File: config.mk
export PLATFORM = sky130hd
export DESIGN_NAME = pcm_slot_rx
export DESIGN_NICKNAME = d
export VERILOG_FILES = /design/src/rtl/pcm_slot_rx_pkg.sv /design/src/rtl/pcm_slot_rx_sync.sv /design/src/rtl/pcm_slot_rx_framer.sv /design/src/rtl/pcm_slot_rx_capture.sv /design/src/rtl/pcm_slot_rx.sv
export SDC_FILE = /design/constraint.sdc
export NUM_CORES = 1
export LEC_CHECK = 0
export BUFFER_PORTS_ARGS = -buffer_cell sky130_fd_sc_hd__buf_2
export CORE_MARGIN = 4
export CORE_UTILIZATION = 39
export CTS_BUF_LIST = sky130_fd_sc_hd__clkbuf_4 sky130_fd_sc_hd__clkbuf_8
export DETAILED_ROUTE_END_ITERATION = 7
export MAX_ROUTING_LAYER = met4
export PLACE_DENSITY_LB_ADDON = 0.1
export SETUP_SLACK_MARGIN = 0.5
export SLEW_MARGIN = 25
export SYNTH_ARGS = -nofsm -noshare
export SYNTH_HDL_FRONTEND = slang
export SYNTH_HIERARCHICAL = 1
export SYNTH_SLANG_ARGS = --single-unit
File: constraint.sdc
create_clock -name clk_i -period 4.63 [get_ports clk_i]
set_input_delay 0.926 -clock clk_i [delete_from_list [all_inputs] [get_ports clk_i]]
set_output_delay 0.926 -clock clk_i [all_outputs]
set_load 0.02 [all_outputs]
File: src/rtl/pcm_slot_rx_pkg.sv
package pcm_slot_rx_pkg;
  localparam int unsigned BIT_CNT_W  = 6;
  localparam int unsigned SLOT_IDX_W = 4;
  localparam int unsigned SAMPLE_W   = 32;

  typedef struct packed {
    logic [1:0] samp_code;
    logic [1:0] slot_code;
    logic [1:0] dly;
    logic       pol;
    logic       tdm;
    logic [1:0] cnt_code;
    logic [3:0] sel;
    logic       rise;
  } rx_cfg_t;

  function automatic logic [BIT_CNT_W-1:0] width_of(input logic [1:0] code);
    case (code)
      2'b00:   return BIT_CNT_W'(16);
      2'b01:   return BIT_CNT_W'(24);
      default: return BIT_CNT_W'(32);
    endcase
  endfunction

  function automatic logic [SLOT_IDX_W-1:0] slots_of(input logic tdm, input logic [1:0] code);
    if (!tdm) return SLOT_IDX_W'(2);
    case (code)
      2'b00:   return SLOT_IDX_W'(2);
      2'b01:   return SLOT_IDX_W'(4);
      default: return SLOT_IDX_W'(8);
    endcase
  endfunction
endpackage

File: src/rtl/pcm_slot_rx_sync.sv
module pcm_slot_rx_sync #(
  parameter int unsigned STAGES = 2
) (
  input  logic clk_i,
  input  logic rst_ni,
  input  logic rise_i,
  input  logic bclk_i,
  input  logic fclk_i,
  input  logic dat_i,
  output logic stb_o,
  output logic fclk_o,
  output logic dat_o
);
  localparam int unsigned NSIG = 3;

  logic [NSIG-1:0] raw, synced;
  logic            bclk_prev_q;

  assign raw = {bclk_i, fclk_i, dat_i};

  for (genvar i = 0; i < NSIG; i++) begin : g_sync
    logic [STAGES-1:0] pipe_q;
    always_ff @(posedge clk_i or negedge rst_ni) begin
      if (!rst_ni) pipe_q <= '0;
      else         pipe_q <= {pipe_q[STAGES-2:0], raw[i]};
    end
    assign synced[i] = pipe_q[STAGES-1];
  end

  always_ff @(posedge clk_i or negedge rst_ni) begin
    if (!rst_ni) bclk_prev_q <= 1'b0;
    else         bclk_prev_q <= synced[2];
  end

  assign stb_o  = rise_i ? (synced[2] & ~bclk_prev_q) : (~synced[2] & bclk_prev_q);
  assign fclk_o = synced[1];
  assign dat_o  = synced[0];


  edge_single_chk: assert property (@(posedge clk_i) disable iff (!rst_ni)
    stb_o && $stable(rise_i) |=> !stb_o);
endmodule

File: src/rtl/pcm_slot_rx_framer.sv
module pcm_slot_rx_framer
  import pcm_slot_rx_pkg::*;
#(
  parameter int unsigned CNT_W = BIT_CNT_W,
  parameter int unsigned IDX_W = SLOT_IDX_W
) (
  input  logic             clk_i,
  input  logic             rst_ni,
  input  rx_cfg_t          cfg_i,
  input  logic             stb_i,
  input  logic             fclk_i,
  input  logic             dat_i,
  output logic             tick_o,
  output logic             bit_o,
  output logic [CNT_W-1:0] bis_o,
  output logic [IDX_W-1:0] sidx_o,
  output logic             fresh_o,
  output logic             end_o
);
  rx_cfg_t          cfg_q;
  logic             fclk_prev_q, active_q, pend_q;
  logic [1:0]       wait_q;
  logic [CNT_W-1:0] bis_q;
  logic [IDX_W-1:0] sidx_q;

  logic [CNT_W-1:0] slot_bits, cur_bis;
  logic [IDX_W-1:0] n_slots, cur_sidx;
  logic             cfg_chg, start, pend_c, fresh, consume, slot_last, frame_last;
  logic [1:0]       wait_c;

  assign slot_bits  = width_of(cfg_i.slot_code);
  assign n_slots    = slots_of(cfg_i.tdm, cfg_i.cnt_code);
  assign cfg_chg    = cfg_i != cfg_q;
  assign start      = stb_i && (fclk_i == cfg_i.pol) && (fclk_prev_q != cfg_i.pol);
  // a new frame's bit 0 is deferred by the delay; old frame keeps consuming meanwhile
  assign pend_c     = start || pend_q;
  assign wait_c     = start ? cfg_i.dly : wait_q;
  assign fresh      = pend_c && (wait_c == 2'd0);
  assign cur_bis    = fresh ? '0 : bis_q;
  assign cur_sidx   = fresh ? '0 : sidx_q;
  assign consume    = stb_i && !cfg_chg && (fresh || active_q);
  assign slot_last  = cur_bis == slot_bits - 1'b1;
  assign frame_last = cur_sidx == n_slots - 1'b1;

  always_ff @(posedge clk_i or negedge rst_ni) begin
    if (!rst_ni) begin
      cfg_q       <= '0;
      fclk_prev_q <= 1'b0;
      active_q    <= 1'b0;
      pend_q      <= 1'b0;
      wait_q      <= '0;
      bis_q       <= '0;
      sidx_q      <= '0;
    end else if (cfg_chg) begin
      cfg_q    <= cfg_i;
      active_q <= 1'b0;
      pend_q   <= 1'b0;
      wait_q   <= '0;
    end else if (stb_i) begin
      fclk_prev_q <= fclk_i;
      pend_q      <= pend_c && !fresh;
      wait_q      <= (pend_c && !fresh) ? wait_c - 2'd1 : 2'd0;
      if (consume) begin
        active_q <= 1'b1;
        if (slot_last) begin
          bis_q  <= '0;
          sidx_q <= cur_sidx + 1'b1;
          if (frame_last) active_q <= 1'b0;
        end else begin
          bis_q  <= cur_bis + 1'b1;
          sidx_q <= cur_sidx;
        end
      end
    end
  end

  assign tick_o  = consume;
  assign bit_o   = dat_i;
  assign bis_o   = cur_bis;
  assign sidx_o  = cur_sidx;
  assign fresh_o = stb_i && fresh && !cfg_chg;
  assign end_o   = consume && slot_last && frame_last;


  bis_range_chk: assert property (@(posedge clk_i) disable iff (!rst_ni)
    active_q && !cfg_chg |-> bis_q < slot_bits);

  sidx_range_chk: assert property (@(posedge clk_i) disable iff (!rst_ni)
    active_q && !cfg_chg |-> sidx_q < n_slots);

  cfg_drop_chk: assert property (@(posedge clk_i) disable iff (!rst_ni)
    cfg_chg |=> !active_q && !pend_q);

  restart_chk: assert property (@(posedge clk_i) disable iff (!rst_ni)
    fresh_o |=> active_q && sidx_q == '0);
endmodule

File: src/rtl/pcm_slot_rx_capture.sv
module pcm_slot_rx_capture
  import pcm_slot_rx_pkg::*;
#(
  parameter int unsigned W     = SAMPLE_W,
  parameter int unsigned CNT_W = BIT_CNT_W,
  parameter int unsigned IDX_W = SLOT_IDX_W
) (
  input  logic             clk_i,
  input  logic             rst_ni,
  input  logic [CNT_W-1:0] samp_w_i,
  input  logic [CNT_W-1:0] slot_w_i,
  input  logic [IDX_W-1:0] sel_i,
  input  logic [IDX_W-1:0] n_slots_i,
  input  logic             tick_i,
  input  logic             bit_i,
  input  logic [CNT_W-1:0] bis_i,
  input  logic [IDX_W-1:0] sidx_i,
  input  logic             fresh_i,
  input  logic             end_i,
  output logic [W-1:0]     sample_o,
  output logic             valid_o
);
  localparam int unsigned HALF = 16;
  localparam int unsigned TRIP = 24;

  logic [W-1:0]     sh_q, held_q, sample_q, sh_n, ext_n, val;
  logic             have_q, valid_q, take, done, emit;
  logic [CNT_W-1:0] eff_w;

  assign eff_w = (samp_w_i > slot_w_i) ? slot_w_i : samp_w_i;
  assign take  = tick_i && (sidx_i == sel_i) && (bis_i < eff_w);
  assign sh_n  = {sh_q[W-2:0], bit_i};
  assign done  = take && (bis_i == eff_w - 1'b1);

  always_comb begin
    case (eff_w)
      CNT_W'(HALF): ext_n = {{(W-HALF){sh_n[HALF-1]}}, sh_n[HALF-1:0]};
      CNT_W'(TRIP): ext_n = {{(W-TRIP){sh_n[TRIP-1]}}, sh_n[TRIP-1:0]};
      default:      ext_n = sh_n;
    endcase
  end

  // selected slot may itself be the last one: bypass the holding register
  assign val  = done ? ext_n : held_q;
  assign emit = end_i && (have_q || done);

  always_ff @(posedge clk_i or negedge rst_ni) begin
    if (!rst_ni) begin
      sh_q     <= '0;
      held_q   <= '0;
      have_q   <= 1'b0;
      sample_q <= '0;
      valid_q  <= 1'b0;
    end else begin
      if (take)    sh_q   <= sh_n;
      if (fresh_i) have_q <= 1'b0;
      if (done) begin
        held_q <= ext_n;
        have_q <= 1'b1;
      end
      valid_q <= emit;
      if (emit) sample_q <= val;
    end
  end

  assign sample_o = sample_q;
  assign valid_o  = valid_q;


  valid_pulse_chk: assert property (@(posedge clk_i) disable iff (!rst_ni)
    valid_q |=> !valid_q);

  sample_hold_chk: assert property (@(posedge clk_i) disable iff (!rst_ni)
    !valid_q |-> $stable(sample_q));

  oob_slot_chk: assert property (@(posedge clk_i) disable iff (!rst_ni)
    end_i && (sel_i >= n_slots_i) |=> !valid_q);

  clamp_chk: assert property (@(posedge clk_i) disable iff (!rst_ni)
    take |-> bis_i < slot_w_i);
endmodule

File: src/rtl/pcm_slot_rx.sv
module pcm_slot_rx
  import pcm_slot_rx_pkg::*;
#(
  parameter int unsigned SYNC_STAGES = 2
) (
  input  logic        clk_i,
  input  logic        rst_ni,
  input  logic        bclk_i,
  input  logic        fclk_i,
  input  logic        sdata_i,
  input  logic [1:0]  samp_w_i,
  input  logic [1:0]  slot_w_i,
  input  logic [1:0]  frm_dly_i,
  input  logic        fclk_pol_i,
  input  logic        tdm_i,
  input  logic [1:0]  slot_cnt_i,
  input  logic [3:0]  slot_sel_i,
  input  logic        rise_i,
  output logic [31:0] sample_o,
  output logic        valid_o
);
  rx_cfg_t                cfg;
  logic                   stb, fclk_s, dat_s, tick, bit_v, fresh, fend;
  logic [BIT_CNT_W-1:0]   bis;
  logic [SLOT_IDX_W-1:0]  sidx;

  assign cfg = '{samp_code: samp_w_i, slot_code: slot_w_i, dly: frm_dly_i,
                 pol: fclk_pol_i, tdm: tdm_i, cnt_code: slot_cnt_i,
                 sel: slot_sel_i, rise: rise_i};

  pcm_slot_rx_sync #(.STAGES(SYNC_STAGES)) u_sync (
    .clk_i, .rst_ni, .rise_i,
    .bclk_i, .fclk_i, .dat_i(sdata_i),
    .stb_o(stb), .fclk_o(fclk_s), .dat_o(dat_s)
  );

  pcm_slot_rx_framer u_framer (
    .clk_i, .rst_ni, .cfg_i(cfg),
    .stb_i(stb), .fclk_i(fclk_s), .dat_i(dat_s),
    .tick_o(tick), .bit_o(bit_v), .bis_o(bis), .sidx_o(sidx),
    .fresh_o(fresh), .end_o(fend)
  );

  pcm_slot_rx_capture u_capture (
    .clk_i, .rst_ni,
    .samp_w_i(width_of(samp_w_i)), .slot_w_i(width_of(slot_w_i)),
    .sel_i(slot_sel_i), .n_slots_i(slots_of(tdm_i, slot_cnt_i)),
    .tick_i(tick), .bit_i(bit_v), .bis_i(bis), .sidx_i(sidx),
    .fresh_i(fresh), .end_i(fend),
    .sample_o, .valid_o
  );
endmodule

-- Word level (Yosys, flattened, before mapping)
Index checks and enable logic that the tools add are counted.
- eq/ne operators: 12
- $add $sub $neg: 6
- mux-type cells: 25
- reductions and logical operators: 29
- magnitude comparators: 2
- bitwise operators: 5
- operator list (cell ; number):
    32-bit case mux with 2 select lines ; 1
    32-bit two-way mux ; 1
    6-bit case mux with 2 select lines ; 2
    6-bit two-way mux ; 3
    15-bit != test ; 1
    1-bit logical AND ; 14
    6-bit by 5-bit equality test with 1-bit output, second input constant ; 2
    6-bit equality test ; 2
    4-bit two-way mux ; 3
    6-bit by 1-bit subtractor with 6-bit output, second input constant ; 2
    1-bit two-way mux ; 10
    4-bit equality test ; 2
    2-bit logical NOT ; 4
    2-bit two-way mux ; 4
    4-bit case mux with 2 select lines ; 1
    6-bit by 1-bit adder with 6-bit output, second input constant ; 1
    2-bit by 1-bit equality test with 1-bit output, second input constant ; 3
    6-bit > comparator ; 1
    6-bit less-than comparator ; 1
    2-bit nonzero test ; 3
    4-bit by 1-bit adder with 4-bit output, second input constant ; 1
    2-bit AND reduction ; 2
    4-bit by 1-bit subtractor with 4-bit output, second input constant ; 1
    1-bit logical OR ; 3
    other kinds (7) ; 11
- input bits: 20
- flip-flop bits (word level): 134
- output and inout port bits: 33

-- Longest topological paths before layout
Gate-level depths: netlist of the first run.
- depth after elaboration: 15
- mapped depth: 23
- mapped depth without buffers: 19

-- Hierarchy
The synthesis of the first run kept the hierarchy.
- modules (own cells, without submodules) (module ; cells an instance ; area an instance (um^2) ; instances):
    pcm_slot_rx_capture ; 454 ; 4824.6 ; 1
    pcm_slot_rx_framer ; 172 ; 1691.6 ; 1
    pcm_slot_rx_sync ; 10 ; 197.7 ; 1
    pcm_slot_rx ; 10 ; 52.6 ; 1

-- Worst setup path before layout of the first run
No wires, ideal clock.
- kind: input port to flip-flop
- from: input rise_i
- to: register u_capture.sample_q[10] (netlist: u_capture/sample_o[10])
- data required time: 4.493 ns
- stages on the path: 22
- setup time: 0.137 ns
- buffers on the path: 4
- path slack: -0.438 ns
- arrival time: 4.930 ns
- cells stage by stage: nand3b_1 -> o21ai_2 -> clkbuf_1 -> o21ai_0 -> mux2i_1 -> ha_1 -> and2_1 -> buf_2 -> nor2_1 -> clkbuf_1 -> and2_1 -> nand2b_1 -> a211oi_1 -> a41o_1 -> nor4_1 -> a31oi_1 -> nor3_1 -> nor4_4 -> o21ai_2 -> inv_2 -> buf_2 -> a2bb2oi_1
- elaborated cells on any way between the ends: 27
- RTL lines (what ; line ; text):
    start, declared ; pcm_slot_rx.sv:18 ; input logic rise_i,
    1-bit two-way mux (*) ; pcm_slot_rx_sync.sv:35 ; assign stb_o = rise_i ? (synced[2] & ~bclk_prev_q) : (~synced[2] & bclk_prev_q);
    net stb ; pcm_slot_rx.sv:23 ; logic stb, fclk_s, dat_s, tick, bit_v, fresh, fend;
    1-bit logical AND (*) (2 in series) ; pcm_slot_rx_framer.sv:34 ; assign start = stb_i && (fclk_i == cfg_i.pol) && (fclk_prev_q != cfg_i.pol);
    2-bit two-way mux ; pcm_slot_rx_framer.sv:37 ; assign wait_c = start ? cfg_i.dly : wait_q;
    2-bit logical NOT ; pcm_slot_rx_framer.sv:38 ; assign fresh = pend_c && (wait_c == 2'd0);
    1-bit logical AND (*) ; pcm_slot_rx_framer.sv:38 ;
    6-bit two-way mux (*) ; pcm_slot_rx_framer.sv:39 ; assign cur_bis = fresh ? '0 : bis_q;
    net bis[3] ; pcm_slot_rx.sv:24 ; logic [BIT_CNT_W-1:0] bis;
    6-bit less-than comparator ; pcm_slot_rx_capture.sv:31 ; assign take = tick_i && (sidx_i == sel_i) && (bis_i < eff_w);
    1-bit logical AND ; pcm_slot_rx_capture.sv:31 ;
    1-bit logical AND ; pcm_slot_rx_capture.sv:33 ; assign done = take && (bis_i == eff_w - 1'b1);
    1-bit logical OR ; pcm_slot_rx_capture.sv:45 ; assign emit = end_i && (have_q || done);
    1-bit logical AND ; pcm_slot_rx_capture.sv:45 ;
    end signal, assigned ; pcm_slot_rx_capture.sv:62 ; if (emit) sample_q <= val;
    end, declared ; pcm_slot_rx_capture.sv:26 ; logic [W-1:0] sh_q, held_q, sample_q, sh_n, ext_n, val;
Mark *: on every way through the listed nets, which the timed path passes. The rest lies on a longest branch.
A chain may end at the register's enable or synchronous reset.

-- Worst setup path after layout of the first run
- from: input fclk_pol_i
- to: register u_capture.sample_q[29] (netlist: u_capture/sample_o[29])
- elaborated cells on any way between the ends: 28
- RTL lines (what ; line ; text):
    start, declared ; pcm_slot_rx.sv:14 ; input logic fclk_pol_i,
    1-bit equality test ; pcm_slot_rx_framer.sv:34 ;
    1-bit logical AND ; pcm_slot_rx_framer.sv:34 ;
    1-bit logical AND (*) ; pcm_slot_rx_framer.sv:34 ;
    2-bit two-way mux ; pcm_slot_rx_framer.sv:37 ;
    2-bit logical NOT ; pcm_slot_rx_framer.sv:38 ;
    1-bit logical AND (*) ; pcm_slot_rx_framer.sv:38 ;
    6-bit two-way mux (*) ; pcm_slot_rx_framer.sv:39 ;
    net bis[4] ; pcm_slot_rx.sv:24 ;
    6-bit less-than comparator ; pcm_slot_rx_capture.sv:31 ;
    1-bit logical AND ; pcm_slot_rx_capture.sv:31 ;
    1-bit logical AND ; pcm_slot_rx_capture.sv:33 ;
    1-bit logical OR ; pcm_slot_rx_capture.sv:45 ;
    1-bit logical AND ; pcm_slot_rx_capture.sv:45 ;
Marked as above.

==> results of run 1 <==
## sequential cells by signal, summed over array words and instances, names as in the netlist, 2 cells and up
signal,cells
u_capture/held_q,32
u_capture/sample_o,32
u_capture/sh_q,31
u_framer/bis_q,6
u_framer/cfg_q,15
u_framer/sidx_q,4
u_framer/wait_q,2
u_sync/g_sync.pipe_q,6
## worst max-delay path, cell delays in order
cell	delay [ns]
buf_8	0.10
and3b_2	0.22
o21ai_4	0.20
mux2i_2	0.26
ha_2	0.25
o211a_4	0.18
nor2_4	0.05
and2_4	0.18
nand2b_4	0.14
or4_4	0.40
nand4_1	0.20
nand4_1	0.14
o211a_4	0.18
or4_4	0.55
nor3b_4	0.25
buf_12	0.16
a221oi_4	0.06
## power by group
part           leakage (nW)  switching, mW  internal [mW]  total, mW
Combinational          2.02          0.135         0.0904      0.225
Clock                 0.219          0.479          0.600       1.08
Sequential             1.76        0.00455           1.18       1.18
Total                  4.00          0.618           1.87       2.49
## through the flow
| stage | std cells | power (mW) | util [%] | hold WS (ns) |
|---|---|---|---|---|
| after floorplan | 664 | 1.34 | - | 0.331 |
| after global placement | 930 | 1.41 | 45.5 | 0.335 |
| after detailed placement | 930 | 1.41 | 45.5 | 0.336 |
| after CTS | 966 | 2.51 | 48.7 | 0.353 |
| after global routing | 977 | 2.60 | 51.2 | 0.374 |
| final | 977 | 2.49 | 51.2 | 0.348 |
## final timing paths
path	start	end	slack, ns	depth (start not counted)
max	fclk_pol_i	u_capture/sample_o[29]	0.48	17
min	u_sync/g_sync[2].pipe_q[0]	u_sync/g_sync[2].pipe_q[1]	0.35	0
max reg2reg	u_sync/g_sync[1].pipe_q[1]	u_capture/sample_o[29]	0.62	16
min reg2reg	u_sync/g_sync[2].pipe_q[0]	u_sync/g_sync[2].pipe_q[1]	0.35	0
max in group asynchronous	rst_ni	u_capture/sh_q[9]	3.07	2
min in group asynchronous	rst_ni	u_framer/cfg_q[2]	0.54	1
## cell type report
type | count | area [µm²]
Timing Repair Buffer | 107 | 846
Inverter | 25 | 96.3
Tap cell | 220 | 275
Multi-Input combinational cell | 459 | 3570
Fill cell | 1538 | 8180
Sequential cell | 134 | 3350
Clock inverter | 14 | 200
Clock buffer | 18 | 241
## what timing repair did
action | 4_1_cts | 5_1_grt
hold buffers | 0 | 0
resized for setup | 7 | 64
setup endpoints to repair | 32 | 94
pin swaps | 5 | 34
cloned | 1 | 4
setup buffers | 3 | 7
## metal layers
layer  share of wire, %  GRT usage, %  vias to the layer above  wire length [µm]
met5                  0             -                        -                 0
met4                1.1          5.36                        0               176
met3                2.3          3.53                       12               368
met2                 49          26.3                       78              7910
met1                 48          23.1                     2645              7850
li1                   -             -                     2499                 -
==> impl_metrics.toml, run 1 <==
[cells_and_area]
syn_to_final_growth_pct = 27.2
drive_above_1_share_pct = 34.3
final_common_cell = "dfrtp_1"
final_nets = 777
antenna_cells = 0
most-common-layout-cells = "dfrtp_1 (134), buf_2 (50), nand2_1 (45)"
fin_area_um2 = 8580

[grt]
grt_start_max_net_pins = 105
grt_pass1_wl_um = 26600
grt.overflow.total = 0
grt_use_total_pct = 17.2
grt_pass1_vias = 5242
antenna_found_initial = 0

[drt]
post_drt_wl_per_cell_um = 16.7
routed_wl_um = 16300
first_pass_iters = 4
vias = 5234
drt_iter0_markers = 225
viasPerCell = 5.36
drc = 0
ant_nets = 0

[floorplan]
die_h_um = 140
die_w_um = 140
start_util_pct = 40.2
num_rows = 47
io_pins = 53
core_area_um2 = 16800
die-area_um2 = 19500

[cts]
htreeDepth = 4
cts_tree = "built"
cts_sinks = 134
cts-root-buf = "clkbuf_8"
cts-buffers-inserted = 17
clkTransAtPathRegs_ns = 0.08
worstSkewPairLatency_ns = 0.44
clockBufferDepth = 2

[placement]
dp_hpwl_um = 10700
place_congestion = 0.857
dp_slack_ns = -0.170
io_buffers = 52
dpl_cell_area_um2 = 7630

[critical_path]
start_kind = "input pin"
crit_path_end_kind = "flip-flop"
cp.arrival_ns = 4.47
cp_max_fo = 8
worstSetupPathType = "in2reg"
worst_ep_required_time_ns = 4.95

[synth]
yosysWarnings = 6
avgSynthCellArea_um2 = 10.5
netlist_area_um2 = 6750
synth_cells = 643

[pwr]
power_density_nw_per_um2 = 290
leakage_nw = 4.00
peakVddDrop_uv = 152

[sta]
hold_viol = 0
period_minus_slack_ns = 4.15
finalClockSkew_ns = 0.0123
finalSetupViolCount = 0
relSlewSlack_pct = 42.0
rsz0062_at_grt = "yes"
fin_setup_tns_ns = 0
post-route-period-util_pct = 89.7
fmax_mhz = 241
worstMarginPinSlew_ns = 0.870
finalMaxSlewViolations = 0
fin_ws_ns = 0.478

[min_path]
holdCritPathClass = "reg2reg"

[flow_run]
drv_cap = 0

[status]
outcome = "finished clean"
Power figures use the tool's default switching activity.
==> inputs of run 2 (changes only) <==
- clock period: 4.63 -> 3.4 ns (I/O delays scaled with it)
==> run 2 against run 1 <==
- the flow now finishes with violations (negative setup slack)
- non-clock buffer count up 82
- clock skew down 0.00075 ns
- power up 36%
- clock power up 30%
- hold slack worse by 0.077 ns
- critical path type is now reg2reg
- largest cell class unchanged
==> impl_metrics.toml, run 2 (synthesized netlist as in run 1, its figures left out) <==
[critical_path]
path_delay_family = "compound AO/OA/AOI/OAI gates"
cp_max_fo = 6
path_cells = "and3b_2 -> o21ai_4 -> mux2i_2 -> ha_2 -> o211a_4 -> nor2_4 -> and2_4 -> buf_6 -> nor2b_4 -> a41o_1 -> nor4_4 -> a31oi_4 -> o31ai_4 -> buf_6 -> o41ai_4 -> buf_6 -> clkbuf_16 -> o2bb2ai_1 -> a2bb2oi_1"
start_kind = "flip-flop"
worstSetupPathType = "reg2reg"
cp_slowest_cell = "dfrtp_1"
r2r_end = "u_capture/sample_o[20]"
worst_ep_required_time_ns = 3.71
r2r-start = "u_sync/g_sync[1].pipe_q[1]"
reg2reg_slack_ns = -0.49
crit_path_end_kind = "flip-flop"
cp.arrival_ns = 4.20
critPathMostFrequentCell = "buf_6"
cpPeakStageDelay_ns = 0.41
reg2reg_depth = 19
cp_num_buf_inv = 4
crit_path_start = "u_sync/g_sync[1].pipe_q[1]"

[sta]
relSlewSlack_pct = 49.6
worstMarginPinSlew_ns = 0.756
post-route-period-util_pct = 114
finalSetupViolCount = 99
rsz0062_at_grt = "yes"
finalClockSkew_ns = 0.0116
fin_ws_ns = -0.491
finalMaxSlewViolations = 0
hold_viol = 0
fmax_mhz = 257
period_minus_slack_ns = 3.89
fin_setup_tns_ns = -40.67

[cells_and_area]
fillers = 1401
final-instance-count-excl-fill = 1061
syn_to_final_growth_pct = 43.0
postLayoutCoreUtil_pct = 57.6
multi_input_area_um2 = 3830
antenna_cells = 0
final_common_cell = "dfrtp_1"
seq_area_um2 = 3350
most-common-layout-cells = "dfrtp_1 (134), buf_4 (99), nand2_1 (64)"
drive_above_1_share_pct = 42.3
final_nets = 861

[drt]
met1Wirelength_um = 8880
vias = 5624
top_layer = "met4"
wl_met2_um = 8900
routed_wl_um = 18700
post_drt_wl_per_cell_um = 17.6
wl_met3_um = 618
viasPerCell = 5.30
drc = 0
ant_nets = 0
first_pass_iters = 5
drt_iter0_markers = 328

[cts]
worstSkewPairLatency_ns = 0.44
cts-buffers-inserted = 17
htreeDepth = 4
cts_hold_buffers = 0
clockBufferDepth = 2
cts_tree = "built"
cts-root-buf = "clkbuf_8"
cts_sinks = 134
clkTransAtPathRegs_ns = 0.07

[pwr]
peakVddDrop_uv = 226
power_density_nw_per_um2 = 351
leakage_nw = 4.67

[grt]
grt_pass1_wl_um = 30200
antenna_found_initial = 0
grt_start_max_net_pins = 83
grt_pass1_vias = 5843
grt.overflow.total = 0
grt_use_total_pct = 19.5

[placement]
io_buffers = 52
dp_hpwl_um = 11400
dp_slack_ns = -1.06
placedCellCount = 984
place_congestion = 0.848

[flow_run]
drv_cap = 0

[floorplan]
die_w_um = 140
start_util_pct = 40.2
die-area_um2 = 19500
die_h_um = 140
core_area_um2 = 16800
io_pins = 53
num_rows = 47

[status]
outcome = "complete, but fails checks"
violations = "negative setup slack"

[min_path]
holdCritPathClass = "in2async"
## run 2: worst max path at each step
stage                                   endpoint  slack, ns  cells after the start
after floorplan           u_capture/sample_o[24]      -0.99                     18
after global placement     u_capture/sample_o[4]      -0.94                     19
after detailed placement   u_capture/sample_o[2]      -1.06                     19
after CTS                 u_capture/sample_o[25]      -0.44                     18
after global routing       u_capture/sample_o[2]      -0.68                     20
final                     u_capture/sample_o[20]      -0.49                     19
## run 2: where the power goes
group          internal, mW  total, mW  switching, mW
clock                 0.761       1.40          0.637
sequential             1.61       1.61        0.00690
combinational         0.169      0.375          0.207
## run 2: repair_timing
action / CTS / global route
endpoints found under the setup margin: 106 / 107
cloned: 9 / 4
pin swaps: 15 / 27
setup buffers: 18 / 14
gates resized for setup: 99 / 45
## run 2: through the flow
step | power (mW) | hold slack, ns | area [µm²]
floorplan | 1.82 | 0.331 | 7040
global placement | 1.98 | 0.337 | 8070
detailed placement | 1.98 | 0.340 | 8070
CTS | 3.40 | 0.291 | 9230
global route | 3.53 | 0.313 | 9650
finish | 3.39 | 0.271 | 9650
## run 2: layer usage
metal  GRT usage (%)  up-vias
li1                -     2665
met1            26.5     2816
met2            30.3      118
met3            3.57       25
met4            5.41        0
met5               -        -
## run 2: area by class of cell
class,count,area share [%]
tap,220,2.85
multi-input combinational,459,39.7
timing repair inverter,2,0.233
clock inverter,12,1.57
clock buffer,20,2.72
inverter,25,1.05
timing repair buffer,189,17.1
sequential,134,34.8
==> inputs of run 3 (changes only) <==
==> constraint.sdc (replaced) <==
create_clock -name clk_i -period 3.4 [get_ports clk_i]
set_input_delay 0 -clock clk_i [delete_from_list [all_inputs] [get_ports clk_i]]
set_output_delay 0 -clock clk_i [all_outputs]
set_load 0.02 [all_outputs]
==> run 3 against run 2 <==
- the run still ends with negative setup slack left
- flip-flop and latch count is the same
- clock skew grew 0.0012 ns
- sequential share of layout area grew 1.0 points
- routed wire length shrank 5.9%
- hold slack lost 0.19 ns
- setup slack lost 0.014 ns
- largest power group unchanged
- highest routed layer unchanged
==> impl_metrics.toml, run 3 (synthesized netlist as in run 1, its figures left out) <==
[cells_and_area]
antenna_cells = 0
final_nets = 849
most-common-layout-cells = "dfrtp_1 (134), buf_4 (78), nand2_1 (53)"
final_common_cell = "dfrtp_1"
postLayoutCoreUtil_pct = 55.9
fin_area_um2 = 9380
syn_to_final_growth_pct = 39.0
drive_above_1_share_pct = 38.8

[critical_path]
cp.arrival_ns = 4.23
worst_ep_required_time_ns = 3.73
crit_path_end_kind = "flip-flop"
start_kind = "flip-flop"
cp_max_fo = 8
worstSetupPathType = "reg2reg"

[grt]
grt.overflow.total = 0
grt_pass1_vias = 5771
met1_usage_pct = 25.3
grt_start_max_net_pins = 110
met3_usage_pct = 3.53
use_met2_pct = 29.9
busiest_layer = "met2"
grt_pass1_wl_um = 29500
antenna_found_initial = 0
grt_use_total_pct = 19.1

[sta]
fin_ws_ns = -0.505
fmax_mhz = 256
worstMarginPinSlew_ns = 0.876
period_minus_slack_ns = 3.90
post-route-period-util_pct = 115
relSlewSlack_pct = 41.6
hold_viol = 0
finalSetupViolCount = 98
finalClockSkew_ns = 0.0128
fin_setup_tns_ns = -38.13
rsz0062_at_grt = "yes"
finalMaxSlewViolations = 0

[placement]
dp_hpwl_um = 10900
io_buffers = 52
dpl_cell_area_um2 = 7930
place_congestion = 0.842
dp_slack_ns = -0.628

[drt]
drt_iter0_markers = 325
first_pass_iters = 5
drc = 0
routed_wl_um = 17600
ant_nets = 0
viasPerCell = 5.30
post_drt_wl_per_cell_um = 16.8
vias = 5550

[floorplan]
num_rows = 47
io_pins = 53
start_util_pct = 40.2
die_w_um = 140
core_area_um2 = 16800
die-area_um2 = 19500
die_h_um = 140

[pwr]
power.total_mw = 3.33
peakVddDrop_uv = 255
power_density_nw_per_um2 = 355
leakage_nw = 4.50

[cts]
clkTransAtPathRegs_ns = 0.07
cts_sinks = 134
clockBufferDepth = 2
htreeDepth = 4
cts-root-buf = "clkbuf_8"
cts-buffers-inserted = 17
cts_tree = "built"
worstSkewPairLatency_ns = 0.45

[status]
outcome = "complete, but fails checks"
violations = "negative setup slack"

[min_path]
holdCritPathClass = "in2reg"

[flow_run]
drv_cap = 0
run 3: cell count changes in the layout (fill, tap and decap cells not counted), moves of 4 or more:
cell,delta
nand2_1,-11
a221oi_2,-6
nand2_2,+12
buf_4,-21
a221oi_1,+6
o22ai_1,+5
dlygate4sd3_1,+19
a21oi_1,-8
buf_6,-9
a21oi_2,+8
o22ai_2,-4
run 3: layout make-up:
type,instances,area [µm²]
clock buffer,20,275
clock inverter,11,123
fill,1438,7380
inverter,25,96.3
multi-input combinational,459,3680
sequential,134,3350
tap,220,275
timing repair buffer,179,1570
run 3: final timing paths:
kind | startpoint | to | slack [ns] | depth (start not counted)
worst max-delay path | u_sync/g_sync[1].pipe_q[1] | u_capture/sample_o[25] | -0.50 | 17
worst min-delay path | rise_i | u_framer/active_q | 0.08 | 5
worst max register to register | u_sync/g_sync[1].pipe_q[1] | u_capture/sample_o[25] | -0.50 | 17
worst min register to register | u_sync/g_sync[2].pipe_q[0] | u_sync/g_sync[2].pipe_q[1] | 0.35 | 0
max in group asynchronous | rst_ni | u_framer/sidx_q[3] | 2.35 | 3
min in group asynchronous | rst_ni | u_sync/bclk_prev_q | 0.19 | 2
run 3: timing repair:
item / 4_1_cts / 5_1_grt
hold buffers: 19 / 0
setup buffers: 18 / 2
cloned: 9 / 0
endpoints found under the hold margin: 126 / 0
endpoints found under the setup margin: 106 / 106
pin swaps: 26 / 4
resized for setup: 105 / 18
run 3: worst max-delay path: stages, from the launching register on:
cell and delay [ns]:
dfrtp_1 0.40, and3b_2 0.23, o21ai_4 0.18, mux2i_2 0.26, ha_2 0.23, o211a_4 0.18, nor2_4 0.05, and2_4 0.17
nand2b_4 0.14, or4_1 0.38, nand4_1 0.19, buf_4 0.15, buf_6 0.10, o31ai_4 0.07, or4_4 0.55, nor3b_4 0.23
buf_6 0.16, a221oi_1 0.08
run 3: per-stage QoR:
stage	instances	hold slack (ns)
floorplan	664	-0.296
global placement	969	0.109
detailed placement	969	0.110
CTS	1046	0.0337
global route	1048	0.0955
finish	1048	0.0763
run 3: power breakdown:
| part | switching (mW) | internal, mW |
|---|---|---|
| clock network | 0.638 | 0.707 |
| logic | 0.201 | 0.169 |
| registers | 0.00630 | 1.61 |
run 3: per-layer routing:
layer	share of wire (%)	routed length, µm
met5	0	0
met4	1.5	269
met3	2.5	446
met2	49	8550
met1	47	8340
